### src/rtl/acc_alu_pkg.sv
package acc_alu_pkg;

  localparam int OP_W   = 5;
  localparam int FLAG_W = 4;

  // flag bit positions inside the status vector
  localparam int FB_N = 3;
  localparam int FB_Z = 2;
  localparam int FB_V = 1;
  localparam int FB_C = 0;

  typedef enum logic [OP_W-1:0] {
    OP_INV = 5'd0,
    OP_NEG = 5'd1,
    OP_ASL = 5'd2,
    OP_ASR = 5'd3,
    OP_ROL = 5'd4,
    OP_ROR = 5'd5,
    OP_ADD = 5'd8,
    OP_SUB = 5'd9,
    OP_AND = 5'd10,
    OP_OR  = 5'd11,
    OP_CMP = 5'd12
  } alu_op_e;

  // which flags an operation is permitted to load, ordered {N,Z,V,C}
  function automatic logic [FLAG_W-1:0] flag_mask(input logic [OP_W-1:0] op);
    logic [FLAG_W-1:0] m;
    case (op)
      OP_ADD, OP_SUB, OP_CMP, OP_ASL: m = 4'b1111;
      OP_AND, OP_OR, OP_INV:          m = 4'b1100;
      OP_NEG:                         m = 4'b1110;
      OP_ASR:                         m = 4'b1101;
      OP_ROL, OP_ROR:                 m = 4'b0001;
      default:                        m = 4'b0000;
    endcase
    return m;
  endfunction

  function automatic logic is_unary(input logic [OP_W-1:0] op);
    return (op == OP_INV) || (op == OP_NEG) || (op == OP_ASL) ||
           (op == OP_ASR) || (op == OP_ROL) || (op == OP_ROR);
  endfunction

  function automatic logic is_binary(input logic [OP_W-1:0] op);
    return (op == OP_ADD) || (op == OP_SUB) || (op == OP_AND) ||
           (op == OP_OR)  || (op == OP_CMP);
  endfunction

  // result goes back to the register for every defined op except compare
  function automatic logic commits_result(input logic [OP_W-1:0] op);
    return is_unary(op) || (is_binary(op) && (op != OP_CMP));
  endfunction

endpackage

### src/rtl/acc_alu_unary.sv
module acc_alu_unary
  import acc_alu_pkg::*;
#(
  parameter int W = 16
) (
  input  logic [OP_W-1:0] op,
  input  logic [W-1:0]    a,
  input  logic            cin,
  output logic [W-1:0]    y,
  output logic            v,
  output logic            c
);

  localparam logic [W-1:0] MOST_NEG = {1'b1, {(W-1){1'b0}}};

  always_comb begin
    y = a;
    v = 1'b0;
    c = cin;
    case (op)
      OP_INV: y = ~a;
      OP_NEG: begin
        y = '0 - a;
        v = (a == MOST_NEG);
      end
      OP_ASL: begin
        y = {a[W-2:0], 1'b0};
        v = a[W-1] ^ a[W-2];
        c = a[W-1];
      end
      OP_ASR: begin
        y = {a[W-1], a[W-1:1]};
        c = a[0];
      end
      OP_ROL: begin
        y = {a[W-2:0], cin};
        c = a[W-1];
      end
      OP_ROR: begin
        y = {cin, a[W-1:1]};
        c = a[0];
      end
      default: ;
    endcase
  end

endmodule

### src/rtl/acc_alu_binary.sv
module acc_alu_binary
  import acc_alu_pkg::*;
#(
  parameter int W = 16
) (
  input  logic [OP_W-1:0] op,
  input  logic [W-1:0]    a,
  input  logic [W-1:0]    b,
  output logic [W-1:0]    y,
  output logic            v,
  output logic            c
);

  logic         sub;
  logic [W-1:0] b_in;
  logic [W:0]   sum;

  // one adder serves add, subtract and compare
  always_comb begin
    sub  = (op == OP_SUB) || (op == OP_CMP);
    b_in = sub ? ~b : b;
    sum  = {1'b0, a} + {1'b0, b_in} + {{W{1'b0}}, sub};
    c    = sum[W];
    v    = (a[W-1] == b_in[W-1]) && (sum[W-1] != a[W-1]);
    case (op)
      OP_AND:  y = a & b;
      OP_OR:   y = a | b;
      default: y = sum[W-1:0];
    endcase
  end

endmodule

### src/rtl/acc_alu_flagreg.sv
module acc_alu_flagreg
  import acc_alu_pkg::*;
(
  input  logic              clk,
  input  logic              rst_n,
  input  logic              en,
  input  logic [FLAG_W-1:0] mask,
  input  logic [FLAG_W-1:0] nxt,
  output logic [FLAG_W-1:0] q
);

  for (genvar i = 0; i < FLAG_W; i++) begin : g_bit
    always_ff @(posedge clk or negedge rst_n) begin
      if (!rst_n)
        q[i] <= 1'b0;
      else if (en && mask[i])
        q[i] <= nxt[i];
    end
  end

endmodule

### src/rtl/acc_alu_flagmask.sv
module acc_alu_flagmask
  import acc_alu_pkg::*;
#(
  parameter int W = 16
) (
  input  logic              clk,
  input  logic              rst_n,
  input  logic [OP_W-1:0]   op_sel,
  input  logic [W-1:0]      reg_opnd,
  input  logic [W-1:0]      mem_opnd,
  input  logic              upd_en,
  output logic [W-1:0]      res,
  output logic              res_wr,
  output logic [FLAG_W-1:0] flags
);

  logic [W-1:0]      un_y, bin_y;
  logic              un_v, un_c, bin_v, bin_c;
  logic              v_sel, c_sel;
  logic [FLAG_W-1:0] flag_nxt;
  logic [FLAG_W-1:0] flag_en_mask;

  acc_alu_unary #(.W(W)) u_unary (
    .op  (op_sel),
    .a   (reg_opnd),
    .cin (flags[FB_C]),
    .y   (un_y),
    .v   (un_v),
    .c   (un_c)
  );

  acc_alu_binary #(.W(W)) u_binary (
    .op (op_sel),
    .a  (reg_opnd),
    .b  (mem_opnd),
    .y  (bin_y),
    .v  (bin_v),
    .c  (bin_c)
  );

  always_comb begin
    if (is_unary(op_sel)) begin
      res   = un_y;
      v_sel = un_v;
      c_sel = un_c;
    end else if (is_binary(op_sel)) begin
      res   = bin_y;
      v_sel = bin_v;
      c_sel = bin_c;
    end else begin
      res   = reg_opnd;
      v_sel = 1'b0;
      c_sel = 1'b0;
    end
    flag_nxt[FB_N] = res[W-1];
    flag_nxt[FB_Z] = (res == '0);
    flag_nxt[FB_V] = v_sel;
    flag_nxt[FB_C] = c_sel;
    flag_en_mask   = flag_mask(op_sel);
    res_wr         = commits_result(op_sel);
  end

  acc_alu_flagreg u_flags (
    .clk   (clk),
    .rst_n (rst_n),
    .en    (upd_en),
    .mask  (flag_en_mask),
    .nxt   (flag_nxt),
    .q     (flags)
  );

endmodule

### config.mk
export PLATFORM = sky130hd
export DESIGN_NAME = acc_alu_flagmask
export DESIGN_NICKNAME = d
export VERILOG_FILES = /design/src/rtl/acc_alu_pkg.sv /design/src/rtl/acc_alu_unary.sv /design/src/rtl/acc_alu_binary.sv /design/src/rtl/acc_alu_flagreg.sv /design/src/rtl/acc_alu_flagmask.sv
export SDC_FILE = /design/constraint.sdc
export NUM_CORES = 1
export LEC_CHECK = 0
export CAP_MARGIN = 25
export CORE_ASPECT_RATIO = 1.2
export CORE_MARGIN = 2
export CORE_UTILIZATION = 67
export DETAILED_ROUTE_END_ITERATION = 8
export DONT_BUFFER_PORTS = 1
export HOLD_SLACK_MARGIN = 0.08
export PLACE_DENSITY = 0.94
export REMOVE_ABC_BUFFERS = 1
export SYNTH_ARGS = -nofsm -noshare
export SYNTH_HDL_FRONTEND = slang
export SYNTH_SLANG_ARGS = --single-unit
### constraint.sdc
create_clock -name clk -period 7.3 [get_ports clk]
set_input_delay 1.825 -clock clk [delete_from_list [all_inputs] [get_ports clk]]
set_output_delay 1.825 -clock clk [all_outputs]
set_load 0.02 [all_outputs]
=== After elaboration in Yosys (flattened, before gate mapping) ===
Memory sizes are Yosys's and may differ from the RTL's.
Index checks and enable logic that the tools add are counted.
W data, S select, Z words.

* Input port bits: 40
* Word-level logic and storage cells: 62
* ROM bits: 64
* Memories: 1
* Register bits: 4
* Output and inout port bits: 21

{| class="wikitable"
|+ Memory list
! name !! words !! width !! read ports !! clocked after Yosys merged registers in !! wr ports !! RTL line !! RTL
|-
| (name not given) || 16 || 4 || 1 || 0 || 0 || acc_alu_pkg.sv:29 || <nowiki>case (op)</nowiki>
|}

* Equal/unequal tests: 15
* Reductions and logical operators: 22
* Add/sub/neg operators: 3
* Mux-type cells: 12
* Bitwise gates (word level): 5

{| class="wikitable"
|+ Operators by type and width
! operator !! number
|-
| $pmux W16 S6 || 1
|-
| $mux W16 || 3
|-
| $not A16 Y16 || 2
|-
| $pmux W16 S2 || 1
|-
| $eq A5 B4 Y1 const B || 5
|-
| $add A16 B16 Y17 || 1
|-
| $add A17 B1 Y17 || 1
|-
| $and A16 B16 Y16 || 1
|-
| $eq A16 B16 Y1 const B || 1
|-
| $logic_not A16 Y1 || 1
|-
| $or A16 B16 Y16 || 1
|-
| $sub A1 B16 Y16 const A || 1
|-
| $logic_or A1 B1 Y1 || 11
|-
| $eq A5 B2 Y1 const B || 2
|-
| $eq A5 B3 Y1 const B || 2
|-
| $logic_and A1 B1 Y1 || 6
|-
| $eq A5 B1 Y1 const B || 1
|-
| $logic_not A5 Y1 || 1
|-
| $ne A5 B4 Y1 const B || 1
|-
| $mux W1 || 4
|-
| $mux W4 || 1
|-
| $pmux W1 S2 || 2
|-
| $reduce_or A2 Y1 || 2
|-
| $ne A3 B3 Y1 const B || 1
|-
| other kinds (4) || 4
|}

=== Logic depth before layout (Yosys ltp) ===
Gate-level depths: netlist of run 1.

* Word-level depth: 9
* Depth in mapped cells: 16
* Depth with buffers taken out: 14

=== Modules after synthesis ===
Synthesis of run 1 repeated with hierarchy kept, for this count alone.

* Cells, all modules: 503
* Area total of the unflattened synthesis: 3543.4 um^2

{| class="wikitable"
|+ By module, submodules not included
! module !! seq. area each (um^2) !! times used !! area each (um^2) !! cells an instance
|-
| acc_alu_binary || 0.0 || 1 || 1363.8 || 188
|-
| acc_alu_unary || 0.0 || 1 || 1222.4 || 186
|-
| acc_alu_flagmask || 0.0 || 1 || 782.0 || 117
|-
| acc_alu_flagreg || 100.1 || 1 || 175.2 || 12
|}

=== Worst setup path after synthesis of run 1 ===
No wires, ideal clock.

* Path kind: input to output
* From: in op_sel[1]
* To: out res[9]
* Path buffers: 2
* Cell stages on the path: 14
* Path slack: 267 ps
* Data required time: 5475 ps
* Data arrival time: 5208 ps
* Cell sequence: inv_1 -> ha_1 -> clkbuf_1 -> mux2i_1 -> nor2_1 -> clkbuf_1 -> xnor2_1 -> ha_1 -> a21o_1 -> a31o_2 -> a211oi_2 -> o21bai_1 -> a211o_1 -> or3_1

* Longest elaborated chain between the ends: 8
* Elaborated cells on any way between the ends: 28
* Those cells by class: add/sub (2); eq/ne (10); mux (5); reduce/logical (11)

{| class="wikitable"
|+ Ends and longest elaborated chain
! item !! RTL line !! RTL
|-
| from (decl) || acc_alu_flagmask.sv:8 || <nowiki>input logic [OP_W-1:0] op_sel,</nowiki>
|-
| $eq A5 B4 Y1 (on tied branches) || acc_alu_pkg.sv:46, acc_alu_binary.sv:20, acc_alu_pkg.sv:47 ||
|-
| $logic_or A1 B1 Y1 || acc_alu_binary.sv:20 || <nowiki>sub = (op == OP_SUB) || (op == OP_CMP);</nowiki>
|-
| $mux W16 || acc_alu_binary.sv:21 || <nowiki>b_in = sub ? ~b : b;</nowiki>
|-
| $add A16 B16 Y17 || acc_alu_binary.sv:22 || <nowiki>sum = {1'b0, a} + {1'b0, b_in} + {{W{1'b0}}, sub};</nowiki>
|-
| $add A17 B1 Y17 || acc_alu_binary.sv:22 ||
|-
| $pmux W16 S2 || acc_alu_binary.sv:25 || <nowiki>case (op)</nowiki>
|-
| $mux W16 || acc_alu_flagmask.sv:46 || <nowiki>end else if (is_binary(op_sel)) begin</nowiki>
|-
| $mux W16 * || acc_alu_flagmask.sv:42 || <nowiki>if (is_unary(op_sel)) begin</nowiki>
|-
| to (decl) || acc_alu_flagmask.sv:12 || <nowiki>output logic [W-1:0] res,</nowiki>
|}

Every way passes the cells marked *; elsewhere a longest branch is shown, timed or not.

=== Worst setup path in the final report of run 1 ===
Same ends and word-level chain as after synthesis.

==> flow_metrics.py, run 1 <==
metrics = {
    "layout": {
        "largest_register_ffs": 4,
        "regMostFlops": "u_flags.q",
        "multi_input_area_um2": 2620,
        "syn_to_final_growth_pct": 1.98,
        "drive_gt1_frac": 0.0848,
        "top_regs": "u_flags.q x4",
        "num-fill-cells": 389,
        "antenna_cells": 0,
        "nets": 468,
        "layout.cells.non_filler": 457,
        "regArea_um2": 100,
    },
    "yosys": {
        "synth-edff-count": 0,
        "synth_most_common_cell": "nor2_1",
        "syn_area_um2": 2910,
        "synth_commonest_cells": "nor2_1, o21ai_0, nand2_1",
        "synth-main-ff-cell": "dfrtp_1",
        "synth_area_leaders": "ha_1, xor2_1, nor2_1",
        "ys_async_sr_fraction": 1.00,
        "seq_area_frac_synth": 0.0344,
        "postSynthAreaPerCell_um2": 6.89,
        "syn_inst": 423,
        "synth_warnings": 0,
        "yosysTopAreaCellShare": 0.103,
        "synth_top_area_cell": "ha_1",
        "synth-seq-cells": 4,
        "synth_cell_types": 77,
    },
    "clocking": {
        "clk_latency_ps": 220,
        "cts_sinks": 4,
        "path_clk_slew_ps": 30,
        "root_buffer": "clkbuf_8",
        "cts_tree": "yes",
        "cts_buffer_depth": 2,
        "ctsHoldBuffers": 0,
        "post_cts_buffers": 0,
        "cts_max_level": 1,
        "cts_resized": 0,
        "cts_made_buffers": 3,
    },
    "floorplanning": {
        "die_h_um": 76.2,
        "pin_count": 61,
        "die_x_um": 64.2,
        "core_area_um2": 4230,
        "start_util": 0.689,
        "rows": 26,
        "die-area_um2": 4890,
    },
    "detailed_routing": {
        "routed_wl_um": 9200,
        "routed_via_density": 7.44,
        "dr.pass1.iters": 6,
        "dr.first_iter.drc_count": 338,
        "route.detailed.wl_per_inst_um": 20.1,
        "antenna_left": 0,
        "drc_errors": 0,
        "vias": 3399,
    },
    "sta": {
        "fin_crit_ps": 6980,
        "setup_viol": 0,
        "fin_ws_ps": 324,
        "slew-limit-headroom": 0.467,
        "slew_viol_final": 0,
        "finClkSkew_ps": 0.697,
        "final.setup.tns_ps": 0,
        "tightest_slew_ps": 788,
        "fmax_mhz": 143,
        "finalCritPeriodShare": 0.956,
        "hold_violations": 0,
        "rsz0062_at_grt": "false",
    },
    "job": {
        "drv_cap": 0,
    },
    "setup_path": {
        "start_kind": "input pin",
        "critPathKind": "in2out",
        "worstSetupStartpoint": "op_sel[1]",
        "required_ps": 5480,
        "endpoint_kind": "output pin",
        "worstPathArrival_ps": 5150,
        "r2r-start": "u_flags.q[0]",
        "critPathMaxFanout": 12,
    },
    "placed_design": {
        "pre_cts_slack_ps": 303,
        "io_buffer_count": 0,
        "dpl.hpwl_um": 6950,
        "gp_congestion": 0.948,
        "place_inst": 453,
    },
    "grt": {
        "grt_pass1_vias": 3170,
        "overflow": 0,
        "grt_start_max_net_pins": 25,
        "antenna_found_initial": 0,
        "globalRouteTotalUtil": 0.380,
        "grt_pass1_wl_um": 15300,
    },
    "min_path": {
        "hold_class": "reg2reg",
        "hold_start": "u_flags.q[1]",
    },
    "pwr": {
        "p_leak_uw": 0.00123,
        "powerDensity_nw_per_um2": 98.8,
        "vdd_ir_drop_max_uv": 107,
    },
    "status": {
        "status": "finished, final reports clean",
    },
}
-- placed cells by master, fill, tap and decap left out, drive strengths merged, types with 10 or more instances in the layout --
| cell type | Yosys | layout |
|---|---|---|
| nand3 | 19 | 19 |
| nor2 | 39 | 39 |
| o21ai | 29 | 29 |
| nand2 | 26 | 26 |
| nor3 | 13 | 13 |
| inv | 15 | 15 |
| a21oi | 24 | 24 |
| o211ai | 10 | 10 |
| buf | 12 | 12 |
| xor2 | 24 | 24 |
| a21o | 16 | 16 |
| ha | 24 | 24 |
-- worst paths after layout --
check                                    end  slack, ps  depth (start not counted)
worst max-delay path                  res[9]        320                         12
worst min register to register  u_flags.q[1]        630                          2
worst max register to register  u_flags.q[2]       4770                          7
max in group asynchronous       u_flags.q[1]       5930                          0
worst min-delay path            u_flags.q[1]        630                          2
min in group asynchronous       u_flags.q[3]       1300                          0
-- where the power goes --
| part | switching (µW) | internal, µW |
|---|---|---|
| logic | 130 | 84.6 |
| registers | 6.76 | 25.2 |
| clock network | 11.3 | 35.1 |
-- cell families (layout without fill, tap and decap cells) --
logic type	after synthesis	after routing	share of synthesized area
fa+ha+maj	25	25	0.110
compound gates	159	159	0.390
xor+xnor	30	30	0.0902
buf+inv	52	30	0.0769
simple gates	148	148	0.281
mux	5	5	0.0176
flops	4	4	0.0344
-- stage by stage --
step	power, µW	hold slack (ps)	area, µm²	utilization
2_1_floorplan	196	580	2750	-
3_3_place_gp	237	604	2920	0.690
3_5_place_dp	241	622	2920	0.690
4_1_cts	290	630	2960	0.700
5_1_grt	316	668	2970	0.702
6_report	293	627	2970	0.702
-- critical path: stages --
cell and delay (ps):
inv_1 80, ha_1 380, mux2i_1 240, nor2_4 260
xor2_1 190, ha_1 310, a21o_1 220, a31o_2 260
a211oi_2 420, o21bai_1 200, a211o_1 280, or3_1 490
-- cell type report --
class                   instances  area share
clock buffers                   3      0.0139
inverters                      15      0.0190
multi-input cells             367       0.880
flip-flops and latches          4      0.0337
well taps                      56      0.0236
repair buffers                 12      0.0295
-- metal layers --
metal | vias to the layer above | track usage | wire (µm)
li1 | 1584 | - | -
met3 | 36 | 0.0547 | 869
met2 | 216 | 0.652 | 4380
met4 | 0 | 0.147 | 368
met5 | - | 0 | 0
met1 | 1563 | 0.472 | 3580
(Power assumes the default switching activity.)
==> run 2: changes to the inputs <==
--- a/config.mk
+++ b/config.mk
@@ -9,6 +9,7 @@
 export CORE_ASPECT_RATIO = 1.2
 export CORE_MARGIN = 2
 export CORE_UTILIZATION = 67
+export CTS_CLUSTER_SIZE = 12
 export DETAILED_ROUTE_END_ITERATION = 8
 export DONT_BUFFER_PORTS = 1
 export HOLD_SLACK_MARGIN = 0.08
==> results of run 2 <==
Same layout as run 1: the final DEF is identical, and so are final timing and power.
==> run 3: changes to the inputs <==
--- a/config.mk
+++ b/config.mk
@@ -8,12 +8,12 @@
 export CAP_MARGIN = 25
 export CORE_ASPECT_RATIO = 1.2
 export CORE_MARGIN = 2
-export CORE_UTILIZATION = 67
+export CORE_UTILIZATION = 55
 export CTS_CLUSTER_SIZE = 12
 export DETAILED_ROUTE_END_ITERATION = 8
 export DONT_BUFFER_PORTS = 1
 export HOLD_SLACK_MARGIN = 0.08
-export PLACE_DENSITY = 0.94
+export PLACE_DENSITY = 0.81
 export REMOVE_ABC_BUFFERS = 1
 export SYNTH_ARGS = -nofsm -noshare
 export SYNTH_HDL_FRONTEND = slang
==> constraint.sdc (replaced) <==
create_clock -name clk -period 7.89 [get_ports clk]
set_input_delay 1.9725 -clock clk [delete_from_list [all_inputs] [get_ports clk]]
set_output_delay 1.9725 -clock clk [all_outputs]
set_load 0.02 [all_outputs]
==> run 3 against run 2 <==
Critical path depth rose by 1. Register-to-register slack better by 500 ps. Worst setup slack better by 230 ps. Routed wire length is 6.3% higher. Clock-buffer cell count unchanged. Critical endpoint is now res[14]. Global-route usage shrank 5.5 points. Cell area about the same.
==> flow_metrics.py, run 3 (synthesis results as in run 1) <==
metrics = {
    "floorplanning": {
        "die-area_um2": 5900,
        "rows": 29,
        "start_util": 0.561,
        "pin_count": 61,
        "die_x_um": 70.4,
        "die_h_um": 83.7,
        "core_area_um2": 5190,
    },
    "pwr": {
        "switching_power_uw": 135,
        "power.total_uw": 267,
        "swShare": 0.507,
        "p_int_uw": 132,
        "powerDensity_nw_per_um2": 90.1,
        "p_seq_frac": 0.111,
        "comb_power_share": 0.732,
        "vdd_ir_drop_max_uv": 96.0,
        "clockPowerShare": 0.157,
        "p_leak_uw": 0.00122,
    },
    "sta": {
        "tightest_slew_ps": 1010,
        "finalCritPeriodShare": 0.929,
        "slew_viol_final": 0,
        "slew-limit-headroom": 0.324,
        "hold_violations": 0,
        "rsz0062_at_grt": "false",
        "finClkSkew_ps": 0.866,
        "fmax_mhz": 136,
        "final.setup.tns_ps": 0,
        "setup_viol": 0,
        "fin_crit_ps": 7330,
    },
    "detailed_routing": {
        "routed_via_density": 7.56,
        "drc_errors": 0,
        "dr.first_iter.drc_count": 359,
        "antenna_left": 0,
        "dr.pass1.iters": 5,
        "routed_wl_um": 9780,
        "vias": 3491,
        "route.detailed.wl_per_inst_um": 21.2,
    },
    "layout": {
        "top_regs": "u_flags.q x4",
        "layout.cells.non_filler": 462,
        "nets": 467,
        "regArea_um2": 100,
        "fin_util": 0.572,
        "antenna_cells": 0,
        "drive_gt1_frac": 0.0825,
        "final_common_cell": "nor2_1",
        "final_cell_mix": "nor2_1, o21ai_0, nand2_1",
        "syn_to_final_growth_pct": 1.89,
        "num-fill-cells": 495,
        "regMostFlops": "u_flags.q",
        "final_cell_area_um2": 2970,
        "largest_register_ffs": 4,
        "multi_input_area_um2": 2610,
    },
    "clocking": {
        "root_buffer": "clkbuf_8",
        "cts_max_level": 1,
        "cts_resized": 0,
        "cts_sinks": 4,
        "cts_made_buffers": 3,
        "clk_latency_ps": 210,
        "cts_tree": "yes",
        "post_cts_buffers": 0,
        "cts_buffer_depth": 2,
        "ctsHoldBuffers": 0,
        "path_clk_slew_ps": 30,
    },
    "setup_path": {
        "required_ps": 5920,
        "worstPathArrival_ps": 5360,
        "critPathKind": "in2out",
        "critPathMaxFanout": 12,
        "r2r-start": "u_flags.q[0]",
        "crit_path_end": "res[14]",
        "worstReg2RegEnd": "u_flags.q[2]",
        "ff2ff_setup_slack_ps": 5270,
        "start_kind": "input pin",
        "worstSetupStartpoint": "op_sel[1]",
        "endpoint_kind": "output pin",
        "r2r_cells": 7,
    },
    "placed_design": {
        "placed_area_um2": 2930,
        "gp_congestion": 0.993,
        "place_inst": 459,
        "io_buffer_count": 0,
        "dpl.hpwl_um": 7360,
    },
    "grt": {
        "overflow": 0,
        "grt_start_max_net_pins": 25,
        "antenna_found_initial": 0,
        "globalRouteTotalUtil": 0.326,
        "grt_pass1_vias": 3352,
        "grt_pass1_wl_um": 15900,
    },
    "min_path": {
        "hold_class": "reg2reg",
    },
    "job": {
        "drv_cap": 0,
    },
    "status": {
        "status": "finished, final reports clean",
    },
}
-- run 3: cell types whose count changed in the layout (fill, tap and decap cells not counted) --
cell / change
buf_2: -1
nor2_2: +1
nor2_4: -1
-- run 3: power by group through the flow --
stage | clock network [µW] | logic, µW | registers [µW]
after detailed placement | 0 | 192 | 29.8
after floorplan | 0 | 153 | 28.8
final | 42.1 | 196 | 29.6
after CTS | 43.3 | 193 | 29.6
after global routing | 45.0 | 214 | 29.9
after global placement | 0 | 187 | 29.6
-- run 3: worst min path at each step --
stage	from	end	slack [ps]	cells after the start
2_1_floorplan	u_flags.q[1]	u_flags.q[1]	580	2
3_3_place_gp	u_flags.q[1]	u_flags.q[1]	600	2
3_5_place_dp	u_flags.q[1]	u_flags.q[1]	620	2
4_1_cts	u_flags.q[1]	u_flags.q[1]	630	2
5_1_grt	u_flags.q[3]	u_flags.q[3]	690	2
6_report	u_flags.q[1]	u_flags.q[1]	630	2
-- run 3: critical path: stages --
cell       delay (ps)
inv_1              70
ha_1              410
mux2i_1           200
nor2_2            130
buf_4             220
xor2_1            130
fa_1              450
a211oi_1          430
o211ai_1          250
o2111ai_1         200
a31oi_1           170
xnor2_1           150
o21ai_0           570
-- run 3: cell type report --
cell class                 count  area share
multi-input combinational    367       0.879
inverter                      15      0.0190
sequential                     4      0.0337
timing repair buffer          11      0.0278
tap                           62      0.0261
clock buffer                   3      0.0139
-- run 3: metal layers --
| layer | vias to the layer above | GRT usage | share of wire |
|---|---|---|---|
| met2 | 247 | 0.538 | 0.48 |
| met4 | 0 | 0.159 | 0.041 |
| met5 | - | 0 | 0 |
| met3 | 41 | 0.0483 | 0.10 |
| met1 | 1617 | 0.408 | 0.38 |
| li1 | 1586 | - | - |
-- run 3: through the flow --
stage	hold slack, ps	setup slack (ps)
6_report	626	558
5_1_grt	693	292
4_1_cts	631	572
3_5_place_dp	619	578
3_3_place_gp	601	738
2_1_floorplan	580	326
